File: src/rtl/gpio_pkg.sv
package gpio_pkg;
    typedef enum logic [1:0] {
        SEL_IN  = 2'b00,
        SEL_OUT = 2'b01,
        SEL_DIR = 2'b10,
        SEL_RSV = 2'b11
    } reg_sel_e;

    typedef enum logic [1:0] {
        S_IDLE  = 2'b00,
        S_DONE  = 2'b01,
        S_FAULT = 2'b10
    } resp_state_e;
endpackage

File: src/rtl/gpio_sync.sv
module gpio_sync #(
    parameter int WIDTH  = 8,
    parameter int STAGES = 2
) (
    input  logic             clk,
    input  logic             rst_n,
    input  logic [WIDTH-1:0] async_in,
    output logic [WIDTH-1:0] sync_out
);
    logic [STAGES-1:0][WIDTH-1:0] chain_q;

    genvar s;
    generate
        for (s = 0; s < STAGES; s++) begin : g_stage
            if (s == 0) begin : g_first
                always_ff @(posedge clk or negedge rst_n) begin
                    if (!rst_n) chain_q[s] <= '0;
                    else        chain_q[s] <= async_in;
                end
            end else begin : g_next
                always_ff @(posedge clk or negedge rst_n) begin
                    if (!rst_n) chain_q[s] <= '0;
                    else        chain_q[s] <= chain_q[s-1];
                end
            end
        end
    endgenerate

    assign sync_out = chain_q[STAGES-1];
endmodule

File: src/rtl/gpio_bus_fsm.sv
module gpio_bus_fsm
    import gpio_pkg::*;
(
    input  logic        clk,
    input  logic        rst_n,
    input  logic        clk_en,
    input  logic        cs_n,
    input  logic        wr,
    input  reg_sel_e    sel,
    output resp_state_e state,
    output logic        we_out,
    output logic        we_dir,
    output logic        rd_in,
    output logic        rd_dir,
    output logic        err
);
    resp_state_e state_q, state_d;
    logic        active;
    logic        legal;

    assign active = !cs_n && clk_en;

    always_comb begin
        legal = 1'b0;
        unique case (sel)
            SEL_IN:  legal = !wr;
            SEL_OUT: legal = wr;
            SEL_DIR: legal = 1'b1;
            SEL_RSV: legal = 1'b0;
        endcase
    end

    always_comb begin
        if (!active)    state_d = S_IDLE;
        else if (legal) state_d = S_DONE;
        else            state_d = S_FAULT;
    end

    always_ff @(posedge clk or negedge rst_n) begin
        if (!rst_n) state_q <= S_IDLE;
        else        state_q <= state_d;
    end

    always_comb begin
        we_out = active && legal && wr && (sel == SEL_OUT);
        we_dir = active && legal && wr && (sel == SEL_DIR);
        rd_in  = active && legal && !wr && (sel == SEL_IN);
        rd_dir = active && legal && !wr && (sel == SEL_DIR);
        err    = 1'b0;
        unique case (state_q)
            S_IDLE:  err = 1'b0;
            S_DONE:  err = 1'b0;
            S_FAULT: err = 1'b1;
            default: err = 1'b0;
        endcase
    end

    assign state = state_q;

    assert_err_cause_R10: assert property (@(posedge clk) disable iff (!rst_n)
        err |-> $past(!cs_n && clk_en));
    assert_stall_quiet_R9: assert property (@(posedge clk) disable iff (!rst_n)
        (!cs_n && !clk_en) |=> (state_q == S_IDLE));
endmodule

File: src/rtl/gpio_regs.sv
module gpio_regs #(
    parameter int WIDTH = 8
) (
    input  logic             clk,
    input  logic             rst_n,
    input  logic             we_out,
    input  logic             we_dir,
    input  logic             rd_in,
    input  logic             rd_dir,
    input  logic [WIDTH-1:0] wdata,
    input  logic [WIDTH-1:0] pins_sync,
    output logic [WIDTH-1:0] out_q,
    output logic [WIDTH-1:0] dir_q,
    output logic [WIDTH-1:0] rdata_q
);
    localparam logic [WIDTH-1:0] DIR_RESET = '0;
    localparam logic [WIDTH-1:0] OUT_RESET = '0;

    always_ff @(posedge clk or negedge rst_n) begin
        if (!rst_n) begin
            out_q   <= OUT_RESET;
            dir_q   <= DIR_RESET;
            rdata_q <= '0;
        end else begin
            if (we_out) out_q <= wdata;
            if (we_dir) dir_q <= wdata;
            if (rd_in)       rdata_q <= pins_sync;
            else if (rd_dir) rdata_q <= dir_q;
            else             rdata_q <= '0;
        end
    end
endmodule

File: src/rtl/gpio_port.sv
module gpio_port
    import gpio_pkg::*;
#(
    parameter int WIDTH       = 8,
    parameter int SYNC_STAGES = 2
) (
    input  logic             clk,
    input  logic             rst_n,
    input  logic             sleep_en,
    input  logic             bus_cs_n,
    input  logic             bus_wr,
    input  logic [1:0]       bus_addr_hi,
    input  logic [WIDTH-1:0] bus_wdata,
    output logic [WIDTH-1:0] bus_rdata,
    output logic             bus_err,
    output logic             bus_wait,
    input  logic [WIDTH-1:0] pin_in,
    output logic [WIDTH-1:0] pin_out,
    output logic [WIDTH-1:0] pin_tri
);
    reg_sel_e    sel;
    resp_state_e state;
    logic        we_out, we_dir, rd_in, rd_dir;
    logic [WIDTH-1:0] pins_sync;

    assign sel      = reg_sel_e'(bus_addr_hi);
    assign bus_wait = !bus_cs_n && !sleep_en;

    gpio_sync #(.WIDTH(WIDTH), .STAGES(SYNC_STAGES)) u_sync (
        .clk(clk), .rst_n(rst_n), .async_in(pin_in), .sync_out(pins_sync)
    );

    gpio_bus_fsm u_fsm (
        .clk(clk), .rst_n(rst_n), .clk_en(sleep_en), .cs_n(bus_cs_n),
        .wr(bus_wr), .sel(sel), .state(state), .we_out(we_out),
        .we_dir(we_dir), .rd_in(rd_in), .rd_dir(rd_dir), .err(bus_err)
    );

    gpio_regs #(.WIDTH(WIDTH)) u_regs (
        .clk(clk), .rst_n(rst_n), .we_out(we_out), .we_dir(we_dir),
        .rd_in(rd_in), .rd_dir(rd_dir), .wdata(bus_wdata),
        .pins_sync(pins_sync), .out_q(pin_out), .dir_q(pin_tri),
        .rdata_q(bus_rdata)
    );

    assert_no_stray_out_R5: assert property (@(posedge clk) disable iff (!rst_n)
        !(!bus_cs_n && sleep_en && bus_wr && bus_addr_hi == 2'b01) |=> $stable(pin_out));
    assert_no_stray_dir_R7: assert property (@(posedge clk) disable iff (!rst_n)
        !(!bus_cs_n && sleep_en && bus_wr && bus_addr_hi == 2'b10) |=> $stable(pin_tri));
    assert_rdata_idle_R11: assert property (@(posedge clk) disable iff (!rst_n)
        (state != S_DONE) |-> (bus_rdata == '0));
    assert_fault_nodata_R6: assert property (@(posedge clk) disable iff (!rst_n)
        bus_err |-> (bus_rdata == '0));
endmodule

File: config.mk
export PLATFORM = sky130hd
export DESIGN_NAME = gpio_port
export DESIGN_NICKNAME = d
export VERILOG_FILES = /design/src/rtl/gpio_pkg.sv /design/src/rtl/gpio_sync.sv /design/src/rtl/gpio_bus_fsm.sv /design/src/rtl/gpio_regs.sv /design/src/rtl/gpio_port.sv
export SDC_FILE = /design/constraint.sdc
export NUM_CORES = 1
export LEC_CHECK = 0
export BUFFER_PORTS_ARGS = -buffer_cell sky130_fd_sc_hd__buf_2
export CORE_MARGIN = 8
export CORE_UTILIZATION = 48
export DETAILED_ROUTE_END_ITERATION = 16
export GPL_TIMING_DRIVEN = 1
export MAX_ROUTING_LAYER = met4
export PLACE_DENSITY = 0.75
export SETUP_SLACK_MARGIN = 0.2
export SYNTH_ARGS = -nofsm -noshare
export SYNTH_HDL_FRONTEND = slang
export SYNTH_SLANG_ARGS = --single-unit
File: constraint.sdc
create_clock -name clk -period 0.9 [get_ports clk]
set_input_delay 0.18 -clock clk [delete_from_list [all_inputs] [get_ports clk]]
set_output_delay 0.18 -clock clk [all_outputs]
set_load 0.02 [all_outputs]
==> results of run 1 <==
## routing by layer
metal,vias up,share of wire [%],track usage [%]
met1,533,39,17.34
li1,470,-,-
met5,-,0,-
met3,12,5.4,5.932
met4,0,2.9,10.94
met2,52,53,27.92
## worst max-delay path: stages, from the launching register on
cell	delay, ns
dfrtp_1	0.42
nor2b_4	0.11
buf_6	0.12
## through the flow
stage | instances | setup TNS, ns
floorplan | 79 | -4.015
global placement | 172 | -7.449
detailed placement | 172 | -7.870
CTS | 201 | -4.848
global route | 206 | -7.364
finish | 206 | -5.863
## power by group
part           total (mW)  switching, mW  leakage (nW)  internal (mW)
Clock               0.992          0.616        0.0343          0.376
Combinational        1.56          0.596         0.675          0.962
Sequential           2.28          0.183         0.521           2.10
Total                4.83           1.39          1.23           3.44
## layout make-up
type,count,area [sq um],share of cell area (%)
Clock inverter,2,12.51,0.5025
Clock buffer,6,51.30,2.060
Sequential cell,42,1051,42.21
Tap cell,31,38.79,1.558
Multi-Input combinational cell,37,469.2,18.84
Timing Repair Buffer,88,867.1,34.82
## placed cells by master (no fill, tap or decap)
master | synthesis | final
dlygate4sd3_1 | 0 | 9
buf_6 | 0 | 55
nor2_1 | 2 | 1
nor3_4 | 0 | 1
buf_2 | 0 | 17
clkbuf_8 | 0 | 1
clkinvlp_4 | 0 | 1
a22o_1 | 8 | 8
buf_4 | 0 | 5
nor4_4 | 0 | 1
clkbuf_4 | 0 | 5
nor2b_4 | 0 | 1
or2b_1 | 1 | 1
nor2_4 | 0 | 2
mux2_4 | 0 | 12
nand2b_4 | 0 | 2
buf_12 | 0 | 1
clkinv_2 | 0 | 1
mux2_2 | 16 | 4
nor3b_4 | 1 | 1
buf_8 | 0 | 1
dfrtp_1 | 42 | 42
xnor2_2 | 0 | 1
nand3b_4 | 0 | 1
nor2b_1 | 2 | 1
## worst max-delay path by stage
stage / start / cells after the start / to / slack (ns)
final: u_fsm.state[0] / 2 / bus_err / -0.28
after global routing: u_fsm.state[0] / 2 / bus_err / -0.33
after CTS: u_fsm.state[0] / 2 / bus_err / -0.29
after detailed placement: bus_cs_n / 5 / u_regs.out_q[7] / -0.38
after global placement: bus_cs_n / 5 / u_regs.out_q[5] / -0.36
after floorplan: bus_cs_n / 3 / u_regs.out_q[0] / -0.27
## synthesized netlist by cell type
library cell	count
nand2b_1	2
nor4_2	1
nor3b_4	1
or2b_1	1
mux2_2	16
nand3b_2	1
a22o_1	8
nor2_2	1
xnor2_1	1
nor2b_1	2
dfrtp_1	42
nor3_2	1
nor2_1	2
## registers in the layout (all words and copies together), names as in the netlist
| name | flops |
|---|---|
| u_regs.out_q | 8 |
| u_sync.sync_out | 8 |
| u_fsm.state | 2 |
| u_regs.dir_q | 8 |
| u_regs.rdata_q | 8 |
| u_sync.chain_q | 8 |
## kinds of logic after synthesis
logic type / Yosys count / share of synthesized area [%]
multiplexers: 16 / 12.79
flip-flops: 42 / 74.60
AND/OR/NAND/NOR: 12 / 7.016
XOR/XNOR: 1 / 0.6218
AO/OA/AOI/OAI: 8 / 4.974
## timing repair
item,in CTS,in global routing
setup endpoints to repair,51,51
hold buffers,9,0
pin swaps,5,5
buffers inserted,12,5
resized for setup,91,13
endpoints found under the hold margin,50,0
==> flow_summary.toml, run 1 <==
[outcome]
status = "complete, but fails checks"
violations = "setup timing"

[sta]
finalCritPeriodShare_pct = 130.8
hold_viol_final = 0
worst_slack_ns = -0.2775
fin_hold_ws_ns = 0.07270
relSlewSlack_pct = 84.15
post-route-min-period_ns = 1.178
rsz0062_at_grt = "true"
skew_ns = 0.007274
finalMaxSlewViolations = 0
tightest_slew_ns = 0.2375
max_freq_mhz = 849.3
setup_viol = 43

[placement]
port_buffers = 48
dpl-instance-area_sq_mm = 0.001848
place_congestion = 0.7070
place_hpwl_um = 2249
dpl_worst_slack_ns = -0.3832

[clock_network]
cts_sinks = 42
clockRootBuffer = "clkbuf_4"
htreeDepth = 2
clkTransAtPathRegs_ns = 0.13
cts_tree = "built"
cts_buffer_depth = 2
cts_buffers = 5
clock_latency_ns = 0.36

[critical_path]
crit_required_ns = 0.72
path_class = "reg -> out"
startpoint_type = "flip-flop"
critPathCaptureType = "output port"
reg2reg_depth = 3
arrival_ns = 1.00
regToRegStartpoint = "u_regs.dir_q[5]"
reg2reg_slack_ns = -0.13
r2r-end = "u_regs.dir_q[5]"
path_max_fanout = 1

[route]
vias = 1067
drtIter0Drc = 44
drt-wirelength-per-cell_um = 20.58
drt_first_pass_iters = 4
drc_errors = 0
wirelength_um = 4240
post_drt_via_cell_ratio = 5.180
postRouteAntennaNets = 0

[floorplan]
initial_core_util_pct = 50.65
die-area_sq_mm = 0.004925
coreArea_sq_mm = 0.002781
std_cell_rows = 19
fp.dieH_um = 70.18
ios = 49
die_w_um = 70.18

[layout]
utilization_pct = 89.52
fillerInstances = 108
areaGrowthSynthToFinish_pct = 76.73
final_nets = 197
antenna_cells = 0
final_layout_size_suffix_gt1_share_pct = 64.57
final_area_sq_mm = 0.002490

[worst_hold_path]
hp-start = "bus_wdata[6]"
holdPathStages = 2
hp-class = "in -> reg"
hold_end = "u_regs.out_q[6]"

[global_routing]
grt_max_degree = 43
grt_pass1_wl_um = 6368
antenna_found_initial = 0
grt-ovfl-total = 0
grt_pass1_vias = 1225
grt.total_usage_pct = 17.18

[synthesis]
ys_seq_elements = 42
synth.area.top_cells = "dfrtp_1 75%, mux2_2 13%, a22o_1 5.0%, nor3b_4 1.3%, nand2b_1 0.89%"
yosysSeqAreaShare_pct = 74.60
ys_warn_count = 0
synthesis.area_sq_mm = 0.001409
syn_nets = 102
yosys.area.top_type_share_pct = 74.60
syn_inst = 79
synth_area_per_cell_sq_um = 17.83
synth_cell_types = 13
yosys.area.top_type = "dfrtp_1"

[power]
p_per_area_mw_per_mm2 = 1941
total_power_mw = 4.833
irDropWorstVdd_uv = 2206
power.leakage_nw = 1.230

[run]
maxCapViolCount = 0
No activity file was read; power rests on OpenSTA's default activity.
==> run 2, diff against run 1 <==
Settings changed: PLACE_DENSITY 0.75 to 0.77.
==> flow_summary.toml, run 2 (synthesized netlist as in run 1, its figures left out) <==
[global_routing]
grt-ovfl-total = 0
grt_pass1_vias = 1211
antenna_found_initial = 0
grt_pass1_wl_um = 6154
grt.total_usage_pct = 16.15
grt_max_degree = 43

[critical_path]
cp-startpoint = "u_fsm.state[0]"
crit_family = "flip-flops"
crit_required_ns = 0.72
worst-path-buf-inv = 1
arrival_ns = 0.97
path_class = "reg -> out"
r2r-end = "u_regs.dir_q[5]"
reg2reg_depth = 3
path_cells = "nor2b_4 > buf_6"
path_max_fanout = 1
cpPeakStageDelay_ns = 0.41
reg2reg_slack_ns = -0.12
critPathCaptureType = "output port"
crit_cells = 2
regToRegStartpoint = "u_regs.dir_q[5]"
slowest_stage = "dfrtp_1"
startpoint_type = "flip-flop"
crit_end = "bus_err"

[layout]
most-common-layout-cells = "53 x buf_6, 42 x dfrtp_1, 18 x buf_2"
utilization_pct = 89.61
areaGrowthSynthToFinish_pct = 76.91
final_area_sq_mm = 0.002492
fin_cells = 207
antenna_cells = 0
final_layout_size_suffix_gt1_share_pct = 65.34
final_nets = 198
layout_commonest_cell = "buf_6"

[placement]
dpl_worst_slack_ns = -0.3997
dp.cells = 173
place_congestion = 0.7236
port_buffers = 48
dpl-instance-area_sq_mm = 0.001868
place_hpwl_um = 2351

[run]
maxCapViolCount = 0

[power]
irDropWorstVdd_uv = 1898
total_power_mw = 4.796
power.leakage_nw = 1.233
p_per_area_mw_per_mm2 = 1924

[clock_network]
htreeDepth = 2
clockRootBuffer = "clkbuf_4"
clkTransAtPathRegs_ns = 0.13
cts_buffer_depth = 2
cts_buffers = 5
cts_sinks = 42
clock_latency_ns = 0.35
cts_tree = "built"

[floorplan]
die-area_sq_mm = 0.004925
coreArea_sq_mm = 0.002781
initial_core_util_pct = 50.65
die_w_um = 70.18
ios = 49
std_cell_rows = 19
fp.dieH_um = 70.18

[outcome]
violations = "setup timing"
status = "complete, but fails checks"

[route]
drtIter0Drc = 37
post_drt_via_cell_ratio = 5.034
wirelength_um = 3905
drt_first_pass_iters = 4
drt-wirelength-per-cell_um = 18.86
drc_errors = 0
vias = 1042
postRouteAntennaNets = 0

[worst_hold_path]
hp-class = "in -> reg"
hp-start = "bus_wdata[1]"

[sta]
finalMaxSlewViolations = 0
skew_ns = 0.01250
tightest_slew_ns = 0.2129
hold_viol_final = 0
rsz0062_at_grt = "true"
finalCritPeriodShare_pct = 127.4
setup_viol = 43
tns_ns = -5.506
fin_hold_ws_ns = 0.07495
post-route-min-period_ns = 1.147
max_freq_mhz = 871.9
relSlewSlack_pct = 85.70
worst_slack_ns = -0.2469
## run 2: cell types whose count changed in the layout (fill, tap and decap cells not counted), sizes merged
cell / delta
buf: +1
## run 2: area by class of cell
type / instances / area (sq um)
clock buffer: 6 / 51.30
clock inverter: 2 / 12.51
fill: 111 / 289.0
multi-input combinational: 37 / 469.2
sequential: 42 / 1051
tap: 31 / 38.79
timing repair buffer: 89 / 869.6
## run 2: timing repair
action | in CTS | in global routing
hold buffers | 9 | 0
resized for setup | 86 | 12
endpoints found under the hold margin | 50 | 0
setup buffers | 10 | 7
pin swaps | 6 | 2
setup endpoints to repair | 51 | 51
## run 2: routing by layer
metal | up-vias | share of wire, % | global-route usage [%] | routed length [um]
met5 | - | 0 | - | 0
met4 | 0 | 1.6 | 6.250 | 61
met3 | 8 | 5.0 | 5.367 | 197
met2 | 40 | 53 | 26.80 | 2064
met1 | 526 | 41 | 17.54 | 1583
li1 | 468 | - | - | -
## run 2: how the worst min path moves through the flow
stage / to / cells past startpoint / slack, ns
after floorplan: u_fsm.state[0] / 0 / -0.12
after global placement: u_fsm.state[1] / 2 / 0.16
after detailed placement: u_fsm.state[1] / 2 / 0.17
after CTS: u_regs.dir_q[1] / 2 / 0.07
after global routing: u_regs.out_q[1] / 2 / 0.05
final: u_regs.out_q[1] / 2 / 0.07
## run 2: power by group
part           internal [mW]  total [mW]  switching, mW
registers               2.10        2.28          0.176
clock network          0.376       0.963          0.586
logic                  0.978        1.56          0.579
total                   3.46        4.80           1.34
## run 2: worst reg2reg max path, cell delays in order (launching register included)
cell     delay (ns)
dfrtp_1        0.43
buf_6          0.13
buf_6          0.10
mux2_2         0.26
==> run 3, diff against run 2 <==
Settings changed: CORE_ASPECT_RATIO set to 1.5.
==> flow_summary.toml, run 3 (synthesized netlist as in run 1, its figures left out) <==
[outcome]
status = "complete, but fails checks"
violations = "hold timing, setup timing"

[route]
postRouteAntennaNets = 0
drt-wirelength-per-cell_um = 22.11
vias = 1065
drtIter0Drc = 35
drt_first_pass_iters = 4
wirelength_um = 4643
post_drt_via_cell_ratio = 5.071
drc_errors = 0

[worst_hold_path]
hp-class = "in -> async"

[floorplan]
fp.dieH_um = 82.36
die-area_sq_mm = 0.004961
coreArea_sq_mm = 0.002853
ios = 49
die_w_um = 60.24
initial_core_util_pct = 49.39
std_cell_rows = 24

[critical_path]
startpoint_type = "flip-flop"
crit_required_ns = 0.72
path_class = "reg -> out"
arrival_ns = 0.93
critPathCaptureType = "output port"
path_max_fanout = 1
cp-startpoint = "u_fsm.state[1]"
regToRegStartpoint = "u_regs.dir_q[6]"

[sta]
tightest_slew_ns = 0.2614
worst_slack_ns = -0.2142
rsz0062_at_grt = "true"
setup_viol = 42
tns_ns = -4.180
max_freq_mhz = 897.5
finalCritPeriodShare_pct = 123.8
finalMaxSlewViolations = 0
relSlewSlack_pct = 82.57
hold_viol_final = 9
post-route-min-period_ns = 1.114
fin_hold_ws_ns = -0.2581
skew_ns = 0.01404

[power]
p_per_area_mw_per_mm2 = 2099
power.leakage_nw = 1.229
irDropWorstVdd_uv = 2216

[clock_network]
cts_buffers = 5
htreeDepth = 2
clockRootBuffer = "clkbuf_8"
cts_hold_buf = 8
cts_tree = "built"
cts_buffer_depth = 2
clock_latency_ns = 0.30
clkTransAtPathRegs_ns = 0.08
cts_sinks = 42

[layout]
layout_commonest_cell = "buf_6"
final_area_sq_mm = 0.002504
final_layout_size_suffix_gt1_share_pct = 64.91
ff_latch_area_sq_mm = 0.001051
fillerInstances = 121
antenna_cells = 0
final_nets = 193
areaGrowthSynthToFinish_pct = 77.71
most-common-layout-cells = "44 x buf_6, 42 x dfrtp_1, 17 x buf_2"
multi_input_area_sq_um = 469.2

[placement]
port_buffers = 48
dpl-instance-area_sq_mm = 0.001876
place_congestion = 0.7276
place_hpwl_um = 2287

[global_routing]
antenna_found_initial = 0
grt_pass1_wl_um = 6334
grt_max_degree = 34
grt_pass1_vias = 1170
grt.total_usage_pct = 18.90
grt-ovfl-total = 0

[run]
maxCapViolCount = 0
==> run 3: changes by cell type in the layout (fill, tap and decap cells not counted) <==
cell           before  now
buf_12              2    3
buf_2              18   17
buf_4               7    9
buf_6              53   44
buf_8               0    2
bufinv_16           0    1
clkbuf_4            5    1
clkbuf_8            1    5
clkinv_2            1    2
clkinvlp_4          1    0
dlygate4sd3_1       9    8
==> run 3: routing by layer <==
layer  global-route usage [%]  vias up  wire length, um
met5                        -        -                0
met4                    10.31        0              120
met3                    6.047       10              255
met2                    30.79       42             2574
met1                    19.67      556             1693
li1                         -      457                -
==> run 3: worst max-delay path, stage by stage (launching register included) <==
cell and delay, ns:
dfrtp_1 0.39, nor2b_4 0.13, buf_6 0.12
==> run 3: through the flow <==
| step | power [mW] | util [%] | worst slack (ns) | std cells |
|---|---|---|---|---|
| after CTS | 5.070 | 84.96 | -0.1934 | 205 |
| final | 5.254 | 87.76 | -0.2142 | 210 |
| after global placement | 3.049 | 65.75 | -0.3507 | 179 |
| after detailed placement | 3.081 | 65.75 | -0.3751 | 179 |
| after global routing | 5.466 | 87.76 | -0.2462 | 210 |
| after floorplan | 2.675 | - | -0.2712 | 79 |
==> run 3: area by class of cell <==
| cell class | count | area share, % |
|---|---|---|
| clock buffers | 5 | 2.749 |
| clock inverters | 3 | 1.599 |
| multi-input cells | 37 | 18.74 |
| flip-flops and latches | 42 | 41.98 |
| well taps | 39 | 1.949 |
| repair buffers | 84 | 32.98 |
==> run 3: report_power, final <==
| part | total, mW | leakage, nW | internal [mW] | switching [mW] |
|---|---|---|---|---|
| logic | 1.52 | 0.651 | 0.911 | 0.613 |
| clock network | 1.44 | 0.0579 | 0.816 | 0.628 |
| registers | 2.29 | 0.521 | 2.10 | 0.183 |
| total | 5.25 | 1.23 | 3.83 | 1.42 |
==> run 3: final timing paths <==
check	end	slack, ns	cells past startpoint
setup / recovery	bus_err	-0.21	2
hold / removal	u_regs.dir_q[6]	-0.26	1
setup reg to reg	u_regs.dir_q[6]	-0.10	3
hold reg to reg	u_sync.sync_out[1]	0.35	0
max in group asynchronous	u_sync.chain_q[0]	0.71	2
min in group clk	u_regs.out_q[0]	0.12	2
==> run 3: what timing repair did <==
item,in CTS,in global routing
hold endpoints to repair,17,9
setup buffers,10,5
gates resized for setup,82,12
setup endpoints to repair,52,52
pin swaps,4,5
